### src/rtl/assoc_cam_pkg.sv
`timescale 1ns/1ps
package assoc_cam_pkg;
    typedef enum logic [1:0] {
        CMOP_IDLE  = 2'b00,
        CMOP_STORE = 2'b01,
        CMOP_PEEK  = 2'b10,
        CMOP_TAKE  = 2'b11
    } cam_op_e;

    typedef enum logic {
        ST_WAIT   = 1'b0,
        ST_REPORT = 1'b1
    } cam_state_e;
endpackage

### src/rtl/cam_store.sv
`timescale 1ns/1ps
module cam_store #(
    parameter int N  = 8,
    parameter int W  = 8,
    localparam int AW = $clog2(N)
) (
    input  logic          clk,
    input  logic          rst_n,
    input  logic          wr_en,
    input  logic [AW-1:0] wr_addr,
    input  logic [W-1:0]  wr_data,
    input  logic          kill_en,
    input  logic [AW-1:0] kill_idx,
    output logic [W-1:0]  ent_data [N],
    output logic [N-1:0]  ent_vld
);
    // One register slice per entry; reset leaves zero content, live.
    for (genvar g = 0; g < N; g++) begin : g_ent
        logic sel_wr;
        logic sel_kill;
        assign sel_wr   = wr_en   && (wr_addr  == AW'(g));
        assign sel_kill = kill_en && (kill_idx == AW'(g));

        always_ff @(posedge clk or negedge rst_n) begin
            if (!rst_n) begin
                ent_data[g] <= '0;
                ent_vld[g]  <= 1'b1;
            end else if (sel_wr) begin
                ent_data[g] <= wr_data;
                ent_vld[g]  <= 1'b1;
            end else if (sel_kill) begin
                ent_vld[g]  <= 1'b0;
            end
        end
    end
endmodule

### src/rtl/cam_match.sv
`timescale 1ns/1ps
module cam_match #(
    parameter int N  = 8,
    parameter int W  = 8,
    localparam int AW = $clog2(N)
) (
    input  logic [W-1:0]  ent_data [N],
    input  logic [N-1:0]  ent_vld,
    input  logic [W-1:0]  key,
    output logic          hit,
    output logic [AW-1:0] hit_idx
);
    logic [N-1:0] eq_vec;

    for (genvar g = 0; g < N; g++) begin : g_cmp
        assign eq_vec[g] = ent_vld[g] && (ent_data[g] == key);
    end

    // Scan from the top so that the lowest matching index is written last.
    always_comb begin
        hit     = 1'b0;
        hit_idx = '0;
        for (int i = N - 1; i >= 0; i--) begin
            if (eq_vec[i]) begin
                hit     = 1'b1;
                hit_idx = AW'(i);
            end
        end
    end
endmodule

### src/rtl/cam_ctrl.sv
`timescale 1ns/1ps
module cam_ctrl
    import assoc_cam_pkg::*;
#(
    parameter int N  = 8,
    localparam int AW = $clog2(N)
) (
    input  logic          clk,
    input  logic          rst_n,
    input  logic [1:0]    op,
    input  logic [AW-1:0] addr,
    input  logic          hit,
    input  logic [AW-1:0] hit_idx,
    output logic          wr_en,
    output logic          kill_en,
    output logic [AW-1:0] res_addr,
    output logic          found,
    output logic          done
);
    cam_state_e state_q, state_d;
    cam_op_e    op_e;

    assign op_e = cam_op_e'(op);

    always_comb begin
        wr_en   = 1'b0;
        kill_en = 1'b0;
        state_d = ST_WAIT;
        unique case (op_e)
            CMOP_IDLE:  state_d = ST_WAIT;
            CMOP_STORE: begin
                wr_en   = 1'b1;
                state_d = ST_REPORT;
            end
            CMOP_PEEK:  state_d = ST_REPORT;
            CMOP_TAKE: begin
                kill_en = hit;
                state_d = ST_REPORT;
            end
            default:    state_d = ST_WAIT;
        endcase
    end

    // State register
    always_ff @(posedge clk or negedge rst_n) begin
        if (!rst_n) state_q <= ST_WAIT;
        else        state_q <= state_d;
    end

    assign done = (state_q == ST_REPORT);

    // Result outputs
    always_ff @(posedge clk or negedge rst_n) begin
        if (!rst_n) begin
            res_addr <= '0;
            found    <= 1'b0;
        end else begin
            unique case (op_e)
                CMOP_IDLE: begin
                    res_addr <= res_addr;
                    found    <= found;
                end
                CMOP_STORE: begin
                    res_addr <= addr;
                    found    <= 1'b0;
                end
                CMOP_PEEK, CMOP_TAKE: begin
                    res_addr <= hit ? hit_idx : '0;
                    found    <= hit;
                end
                default: begin
                    res_addr <= res_addr;
                    found    <= found;
                end
            endcase
        end
    end
endmodule

### src/rtl/assoc_cam.sv
`timescale 1ns/1ps
module assoc_cam #(
    parameter int N  = 8,
    parameter int W  = 8,
    localparam int AW = $clog2(N)
) (
    input  logic          clk,
    input  logic          rst_n,
    input  logic [1:0]    op_i,
    input  logic [AW-1:0] addr_i,
    input  logic [W-1:0]  data_i,
    output logic [AW-1:0] res_addr_o,
    output logic          found_o,
    output logic          done_o
);
    logic [W-1:0]  ent_data [N];
    logic [N-1:0]  ent_vld;
    logic          hit;
    logic [AW-1:0] hit_idx;
    logic          wr_en;
    logic          kill_en;

    cam_store #(.N(N), .W(W)) u_store (
        .clk      (clk),
        .rst_n    (rst_n),
        .wr_en    (wr_en),
        .wr_addr  (addr_i),
        .wr_data  (data_i),
        .kill_en  (kill_en),
        .kill_idx (hit_idx),
        .ent_data (ent_data),
        .ent_vld  (ent_vld)
    );

    cam_match #(.N(N), .W(W)) u_match (
        .ent_data (ent_data),
        .ent_vld  (ent_vld),
        .key      (data_i),
        .hit      (hit),
        .hit_idx  (hit_idx)
    );

    cam_ctrl #(.N(N)) u_ctrl (
        .clk      (clk),
        .rst_n    (rst_n),
        .op       (op_i),
        .addr     (addr_i),
        .hit      (hit),
        .hit_idx  (hit_idx),
        .wr_en    (wr_en),
        .kill_en  (kill_en),
        .res_addr (res_addr_o),
        .found    (found_o),
        .done     (done_o)
    );
endmodule

### config.mk
export PLATFORM = sky130hd
export DESIGN_NAME = assoc_cam
export DESIGN_NICKNAME = d
export VERILOG_FILES = /design/src/rtl/assoc_cam_pkg.sv /design/src/rtl/cam_store.sv /design/src/rtl/cam_match.sv /design/src/rtl/cam_ctrl.sv /design/src/rtl/assoc_cam.sv
export SDC_FILE = /design/constraint.sdc
export NUM_CORES = 1
export LEC_CHECK = 0
export ABC_AREA = 1
export BUFFER_PORTS_ARGS = -buffer_cell sky130_fd_sc_hd__clkbuf_2
export CORE_MARGIN = 2
export CORE_UTILIZATION = 45
export CTS_BUF_LIST = sky130_fd_sc_hd__clkbuf_8
export CTS_CLUSTER_DIAMETER = 120
export CTS_CLUSTER_SIZE = 10
export DETAILED_ROUTE_END_ITERATION = 10
export PLACE_DENSITY = 0.62
export REMOVE_ABC_BUFFERS = 1
export SLEW_MARGIN = 20
export SYNTH_ARGS = -nofsm -noshare
export SYNTH_HDL_FRONTEND = slang
export SYNTH_HIERARCHICAL = 1
export SYNTH_SLANG_ARGS = --single-unit
### constraint.sdc
create_clock -name clk -period 3.9 [get_ports clk]
set_input_delay 0.78 -clock clk [delete_from_list [all_inputs] [get_ports clk]]
set_output_delay 0.78 -clock clk [all_outputs]
set_load 0.005 [all_outputs]
# After elaboration in Yosys (flattened, before gate mapping)

Cells that the tools add are included.

Eq/ne operators: 25
Mux-type cells: 38
Reductions and logical operators: 37

Operator list:

| operator                                      | number |
|---|---|
| == test 8 bit                                 | 8 |
| 2-to-1 mux 3 bit                              | 9 |
| 2-to-1 mux 1 bit                              | 26 |
| == test 3 bit, second input constant          | 8 |
| logical AND 1 bit                             | 24 |
| nonzero test 2 bit                            | 8 |
| == test 3 x 2 -> 1 bit, second input constant | 4 |
| == test 3 x 1 -> 1 bit, second input constant | 2 |
| logical NOT 3 bit                             | 2 |
| case mux 3 bit (2 select lines)               | 1 |
| == test 2 bit, second input constant          | 2 |
| case mux 1 bit (2 select lines)               | 2 |
| OR reduction 3 bit                            | 1 |
| == test 2 x 1 -> 1 bit, second input constant | 1 |
| logical NOT 2 bit                             | 1 |
| OR reduction 2 bit                            | 1 |

Flip-flop bits (word level): 77
Output and inout bits: 5

# Depth between registers and ports, before layout

Gate-level depths: netlist (run 1).

Depth after elaboration: 14
Gate-level depth with buffers: 19
Gate-level depth less buffers: 18

# Hierarchy

Netlist (run 1), hierarchy kept.

Modules (own cells, without submodules):

| module    | times used | cells an instance | area each (µm²) | seq. area each (µm²) |
|---|---|---|---|---|
| cam_store | 1          | 337               | 2931.6          | 1811.7 |
| cam_match | 1          | 203               | 1031.0          | 0.0 |
| cam_ctrl  | 1          | 32                | 240.2           | 125.1 |

# Least setup slack after synthesis (run 1)

OpenSTA, ideal clock, no wires.

Kind: input-to-reg
Start: input data_i[2]
End: register u_store.ent_vld[3]
Data arrival time: 2334 ps
Data required time: 3821 ps
Setup slack: 1487 ps
Cell stages on the path: 14
Cell sequence: buf_6 > xor2_1 > or2_0 > or2_1 > o21ai_2 > nor2_1 > nand2_1 > nand2_1 > nor2_1 > inv_1 > nor2_1 > nand2_1 > nand2_1 > nand2_1

Longest elaborated chain between the ends: 13
Elaborated cells between the ends (all ways): 36

Ends and longest elaborated chain:

| element                                 | line            | text |
|---|---|---|
| start, declared                         | assoc_cam.sv:11 | `input logic [W-1:0] data_i,` |
| == test 8 bit                           | cam_match.sv:16 | `assign eq_vec[g] = ent_vld[g] && (ent_data[g] == key);` |
| logical AND 1 bit                       | cam_match.sv:16 |  |
| 2-to-1 mux 1 bit (7 in a row)           | cam_match.sv:24 | `if (eq_vec[i]) begin` |
| 2-to-1 mux 1 bit (*)                    | cam_match.sv:24 |  |
| named net hit                           | assoc_cam.sv:18 | `logic hit;` |
| 2-to-1 mux 1 bit (*)                    | cam_ctrl.sv:29  | `unique case (op_e)` |
| named net kill_en                       | assoc_cam.sv:21 | `logic kill_en;` |
| logical AND 1 bit (*)                   | cam_store.sv:22 | `assign sel_kill = kill_en && (kill_idx == AW'(g));` |
| nonzero test 2 bit (no source line) (*) | --              |  |
| end signal, assigned by index           | cam_store.sv:27 | `ent_vld[g] <= 1'b1;` |
| end signal, assigned by index           | cam_store.sv:30 | `ent_vld[g] <= 1'b1;` |
| end signal, assigned by index           | cam_store.sv:32 | `ent_vld[g] <= 1'b0;` |
| end, declared                           | cam_store.sv:15 | `output logic [N-1:0] ent_vld` |

Mark *: on every way through the listed nets, which the timed path passes. The rest lies on a longest branch.
A chain may end at the register's enable or synchronous reset.

# Final worst setup path (run 1)

Start: input data_i[1]
End: register u_store.ent_vld[1]

Same word-level chain as after synthesis.

==> metrics.txt, run 1 <==
fraction of layout cells with a size suffix above 1 11.88%; final setup fails 0; post-route minimum period approximately 2.8 ns; Slew @ Worst Pin 1.008 ns; worst r2r path cells 13; clock buffer depth 2; first-pass GRT wire length around 18000 um; syn avg cell area 7.348 um^2; commonest non-fill, non-tap cell in the layout nand2_1; Synth area leader dfrtp_1; gr ovfl total 0; die area 0.01013 mm^2; Int Pwr 0.001364 W; worst min-delay path class reg -> reg; PostCTS Resize Cnt 0; vias in the first global route 3352; CP arrival 3.05 ns; final cell count without fillers 700; reg-to-reg setup timing slack 1.66 ns; slew margin rel. 32.78%; n_diodes 0; Net Sw Power ~0.0007 W; kind of critical path in -> reg; # IOs 20; dpl cell area ~0.0043 mm^2; worst r2r src u_store/ent_vld[2]$_DFFE_PN1P_; outcome completed; Die H 100.6 um; Root Buffer clkbuf_8; fin area between 0.004 and 0.005 mm^2; DP Wirelength 7066 um; Iter 0 DRT Violations about 310; # H-tree levels 3; Total Wirelength around 11000 um; chip width 100.6 um; Yosys reg bits 77; GRT Resource Usage Total 22.83%; Cell Rows 35; Seq/Total Area, Yosys 46.09%; Total Neg Setup Slack 0 ns; vias per cell 5.140; sequential share of power 53.1%; worst path required time 4.18 ns; DR DRC count 0; WL per Instance around 15 um; pwr dens between 400 and 500 mW/mm^2; total CTS buffers 9; placed insts 684; CTS tree done; Fmax 0.3612 GHz; worst setup margin 1.131 ns; synthesis-to-finish area growth 6.818%; mapped cell area 0.004203 mm^2; routability cong. ~0.90; Worst setup endpoint u_store/ent_vld[1]$_DFFE_PN1P_; Pleak 2.419 nW; Comb power frac 20.8%; Tcrit/Tclk final 70.99%; CP Launch Type primary input; RSZ-0062 raised after global routing false; Place WS 0.8382 ns; Clock Skew 0.008490 ns; FF-to-FF End u_store/ent_vld[1]$_DFFE_PN1P_; via count 3598; I/O Buffers 19; Max-Cap Viols 0; post-CTS setup buffer count 0; CTS Hold Bufs 0; final hold viol count 0; Clk pwr share 26.1%; top-area cell type share of the netlist area 41.08%; Worst-path clk slew 0.08 ns; DRT Pass-1 Iters 5; VDD IR max around 0.18 mV; Gate Count Post-Synth 572; Initial Util a little under half; critical path startpoint data_i[1]; Max Slew Vio Count 0; Layout Nets 599; Synth Warn # 6; WHS Path Cells 2; Net Sw Frac 33.39%; crit-path max FO 13; Unique masters post-synth 33; Area contributors post-synth dfrtp_1, nand2_1, nand3_1, dfstp_2, xor2_1; most frequent cells in the layout nand2_1, dfrtp_1, nand3_1; worst skew pair latency roughly 0.35 ns; Sink Count 77; final hold slack ~0.47 ns; Final ANT Viol Nets 0; initial antenna violation count 0; pin count of the biggest net entering global routing 78; hold_sp u_store/ent_vld[1]$_DFFE_PN1P_; Core Area 0.009153 mm^2; Critical Path Sink Type flop
[power groups by stage]
stage / Sequential (W) / Combinational [W] / Clock, W
finish: 0.00109 / 0.000426 / 0.000535
global route: 0.00111 / 0.000495 / 0.000585
CTS: 0.00109 / 0.000425 / 0.000552
detailed placement: 0.00110 / 0.000424 / 0
global placement: 0.00110 / 0.000414 / 0
floorplan: 0.00107 / 0.000307 / 0
[area by class of cell]
type	instances	area [um^2]
flip-flops and latches	77	1937
clock inverters	7	42.54
inverters	45	171.4
well taps	111	138.9
clock buffers	9	123.9
fillers	912	4663
multi-input cells	430	1963
repair buffers	21	112.6
[synth_stat cells]
library cell and instances:
nand2_1 262, dfrtp_1 69, nand3_1 43, inv_1 39, nor2_1 37, xor2_1 18
o21ai_0 14, nand2_2 9, buf_4 8, dfstp_2 8, o22ai_1 7, xnor2_1 7
clkbuf_1 6, nor2_4 6, inv_2 5, a21oi_1 4, nand4_1 4, nor3_1 4
buf_2 3, buf_6 3, a211oi_1 2, and3_1 2, o21ai_2 2, a21boi_0 1
a31oi_1 1, inv_4 1, nand2b_1 1, nor2_2 1, nor4_1 1, o21a_1 1
or2_0 1, or2_1 1, or2_2 1
[critical path, cell delays in order]
cell	delay, ns
clkbuf_2	0.23
inv_1	0.44
o22ai_1	0.16
a211oi_1	0.25
nand4_1	0.19
nand2_1	0.12
nor2_1	0.05
nand2_1	0.11
nand2_1	0.09
nor2_1	0.15
inv_1	0.05
nor2_1	0.23
nand2_1	0.09
nand2_1	0.07
nand2_1	0.04
[cells by family (layout without fill, tap and decap cells)]
kind of cell / Yosys count / after routing / synth area share (%)
compound gates: 32 / 32 / 4.466
simple gates: 373 / 373 / 37.04
xor+xnor: 25 / 25 / 5.210
flops: 77 / 77 / 46.09
buf+inv: 65 / 82 / 7.205
[sequential cells by signal (all words and copies together) (netlist names)]
signal	count
u_store/ent_vld	8
u_ctrl/res_addr	3
u_ctrl/done	1
u_ctrl/found	1
u_store/ent_data	64
[how the worst min path moves through the flow]
stage | endpoint | slack (ns)
2_1_floorplan | u_store/ent_vld[1]$_DFFE_PN1P_ | 0.44
3_3_place_gp | u_store/ent_vld[0]$_DFFE_PN1P_ | 0.45
3_5_place_dp | u_store/ent_vld[1]$_DFFE_PN1P_ | 0.46
4_1_cts | u_store/ent_vld[1]$_DFFE_PN1P_ | 0.47
5_1_grt | u_store/ent_vld[1]$_DFFE_PN1P_ | 0.50
6_report | u_store/ent_vld[1]$_DFFE_PN1P_ | 0.47
[metal layers]
layer | global-route usage, % | part of all wire, %
met5 | 0 | 0
met4 | 7.271 | 1.8
met3 | 2.982 | 5.3
met2 | 34.82 | 45
met1 | 33.72 | 48
[stage by stage]
step / power [W] / util, %
final: 0.002047 / 49.05
after global routing: 0.002191 / 49.05
after CTS: 0.002063 / 49.05
after detailed placement: 0.001522 / 47.23
after global placement: 0.001512 / 47.23
after floorplan: 0.001374 / -
Power figures use the tool's default switching activity.
==> run 2: changes to the inputs <==
--- a/config.mk
+++ b/config.mk
@@ -13,7 +13,7 @@
 export CTS_CLUSTER_DIAMETER = 120
 export CTS_CLUSTER_SIZE = 10
 export DETAILED_ROUTE_END_ITERATION = 10
-export PLACE_DENSITY = 0.62
+export PLACE_DENSITY = 0.65
 export REMOVE_ABC_BUFFERS = 1
 export SLEW_MARGIN = 20
 export SYNTH_ARGS = -nofsm -noshare
==> constraint.sdc (replaced) <==
create_clock -name clk -period 2.25 [get_ports clk]
set_input_delay 0.45 -clock clk [delete_from_list [all_inputs] [get_ports clk]]
set_output_delay 0.45 -clock clk [all_outputs]
set_load 0.005 [all_outputs]
==> run 2 against run 1 <==
Effect of this change: via count is 6.4% higher; routed wire length is 4.4% higher; global-route usage up 1.5 points; flip-flop and latch count did not move; die area unchanged; clock power up 140%; clock skew increased by 0.0034 ns; critical path type unchanged; critical endpoint is now u_store/ent_vld[6]$_DFFE_PN1P_; largest cell class unchanged; highest routed layer unchanged.
==> metrics.txt, run 2 (synthesis gave the netlist of run 1 again) <==
Die H 100.6 um (unchanged); I/O Buffers 19 (unchanged); Clk pwr share 31.8% (+5.7 points); Tcrit/Tclk final 94.68%; Worst-path clk slew 0.09 ns (about the same); worst min-delay path class in -> async; first-pass GRT wire length 18890 um (+7.2%); CTS tree done; Iter 0 DRT Violations 317 (+3.6%); initial antenna violation count 0 (unchanged); DP Wirelength 7926 um (+12%); Layout Nets 645 (+7.7%); Net Sw Frac 30.35% (-3.0 points); post-route minimum period 2.130 ns; Clock Skew 0.01185 ns (+0.003361 ns); Root Buffer clkbuf_8; most frequent cells in the layout nand2_1, dfrtp_1, buf_4; Pleak 2.689 nW (+11%); dpl cell area 0.004686 mm^2 (+8.4%); Total Wirelength 11230 um (+4.4%); worst path required time 2.54 ns (-1.64 ns); CP arrival 2.42 ns (-0.63 ns); Final ANT Viol Nets 0 (unchanged); synthesis-to-finish area growth 17.45%; kind of critical path in -> reg; Sink Count 77 (unchanged); DR DRC count 0 (unchanged); CP max stage delay 0.23 ns (-0.21 ns); slowest CP cell buf_4; # H-tree levels 3 (unchanged); Comb power frac 20.5% (-0.3 points); CP Cell Sequence clkbuf_2, buf_4, xor2_1, nor3_1, nand4_1, buf_4, nand2_1, nand2_1, nand2_1, a21oi_1, buf_4, nor2_1, nand2_1, nand2_1, nand2_1; WL per Instance 15.05 um (-2.0%); Initial Util 45.92% (unchanged); Max Slew Vio Count 0 (unchanged); worst skew pair latency 0.37 ns (+0.02 ns); Fmax 0.4694 GHz; Max-Cap Viols 0 (unchanged); VDD IR max 0.3762 mV (+110%); total CTS buffers 9 (unchanged); RSZ-0062 raised after global routing false; crit-path leading delay family simple AND/OR/NAND/NOR gates; vias in the first global route 3696 (+10%); crit-path max FO 8 (-5); Core Area 0.009153 mm^2 (unchanged); Top reg by flops u_store/ent_data; gr ovfl total 0 (unchanged); slew margin rel. 68.24% (+35 points); via count 3829 (+6.4%); clock buffer depth 2 (unchanged); Critical Path Sink Type flop; Cell Rows 35 (unchanged); final setup fails 0 (unchanged); CP Launch Type primary input; DRT Pass-1 Iters 5 (unchanged); Buf/Inv on CP 4 (+1); fin area 0.004936 mm^2 (+9.9%); die area 0.01013 mm^2 (unchanged); most used cell, CP nand2_1; routability cong. 0.8878 (-0.82%); # IOs 20 (unchanged); Slew @ Worst Pin 0.4765 ns (-0.5319 ns); pwr dens 799.8 mW/mm^2 (+75%); commonest non-fill, non-tap cell in the layout nand2_1; worst setup margin 0.1197 ns (-1.012 ns); Net Sw Power 0.001198 W (+75%); outcome completed; CTS Hold Bufs 0 (unchanged); GRT Resource Usage Total 24.36% (+1.5 points); pin count of the biggest net entering global routing 45 (-42%); final hold viol count 0 (unchanged); vias per cell 5.133 (-0.14%); fraction of layout cells with a size suffix above 1 18.58% (+6.7 points); chip width 100.6 um (unchanged); n_diodes 0 (unchanged); Place WS -0.2940 ns (-1.132 ns); Regs by FF count u_store/ent_data (64), u_store/ent_vld (8), u_ctrl/res_addr (3); Int Pwr 0.002750 W (+100%); number of flip-flops in the largest register 64 (unchanged); sequential share of power 47.7% (-5.4 points)
-- run 2: changes by cell type in the layout (fill, tap and decap cells not counted), moves of 2 or more --
cell / previous run / this run
inv_2: 5 / 7
clkinv_2: 4 / 2
buf_4: 3 / 47
clkinvlp_4: 3 / 1
bufinv_16: 0 / 3
buf_12: 0 / 2
-- run 2: final cells by class --
| cell class | count | area [um^2] |
|---|---|---|
| sequential | 77 | 1937 |
| fill | 890 | 4217 |
| clock buffer | 9 | 123.9 |
| multi-input combinational | 430 | 1971 |
| inverter | 45 | 175.2 |
| tap | 111 | 138.9 |
| timing repair buffer | 67 | 483.0 |
| clock inverter | 7 | 107.6 |
-- run 2: metrics by stage --
stage | setup TNS [ns] | hold slack [ns] | utilization (%) | power, W | cells
2_1_floorplan | 0 | 0.1544 | - | 0.002382 | 552
4_1_cts | 0 | 0.04014 | 53.73 | 0.003960 | 745
5_1_grt | 0 | 0.05859 | 53.93 | 0.004182 | 746
3_3_place_gp | -1.592 | 0.4373 | 51.20 | 0.002677 | 729
6_report | 0 | 0.02226 | 53.93 | 0.003948 | 746
3_5_place_dp | -2.044 | 0.4408 | 51.20 | 0.002705 | 729
-- run 2: final timing paths --
kind | start | endpoint | slack (ns) | cells after the start
min reg2reg | u_store/ent_vld[6]$_DFFE_PN1P_ | u_store/ent_vld[6]$_DFFE_PN1P_ | 0.47 | 2
min in group clk | op_i[0] | u_ctrl/done$_DFF_PN0_ | 0.33 | 3
min | rst_n | u_store/ent_data[50]$_DFFE_PN0P_ | 0.02 | 1
max | data_i[2] | u_store/ent_vld[6]$_DFFE_PN1P_ | 0.12 | 15
max in group asynchronous | rst_n | u_store/ent_vld[2]$_DFFE_PN1P_ | 1.56 | 2
max reg2reg | u_store/ent_data[34]$_DFFE_PN0P_ | u_store/ent_vld[6]$_DFFE_PN1P_ | 0.16 | 14
-- run 2: metal layers --
layer	share of wire, %	wire, um	vias to the layer above	global-route usage [%]
met2	46	5187	120	38.56
met5	0	0	-	0
li1	-	-	1880	-
met4	1.8	198	0	8.641
met3	5.1	572	19	3.259
met1	47	5270	1810	34.39
-- run 2: repair_timing --
item | 4_1_cts | 5_1_grt
setup buffers | 0 | 1
resized for setup | 0 | 6
setup endpoints to repair | 0 | 8
-- run 2: power by group through the flow --
stage,sequential [W],clock [W],combinational [W]
detailed placement,0.00190,0,0.000802
floorplan,0.00185,0,0.000533
global placement,0.00190,0,0.000779
global route,0.00192,0.00133,0.000936
finish,0.00188,0.00126,0.000809
CTS,0.00188,0.00127,0.000806
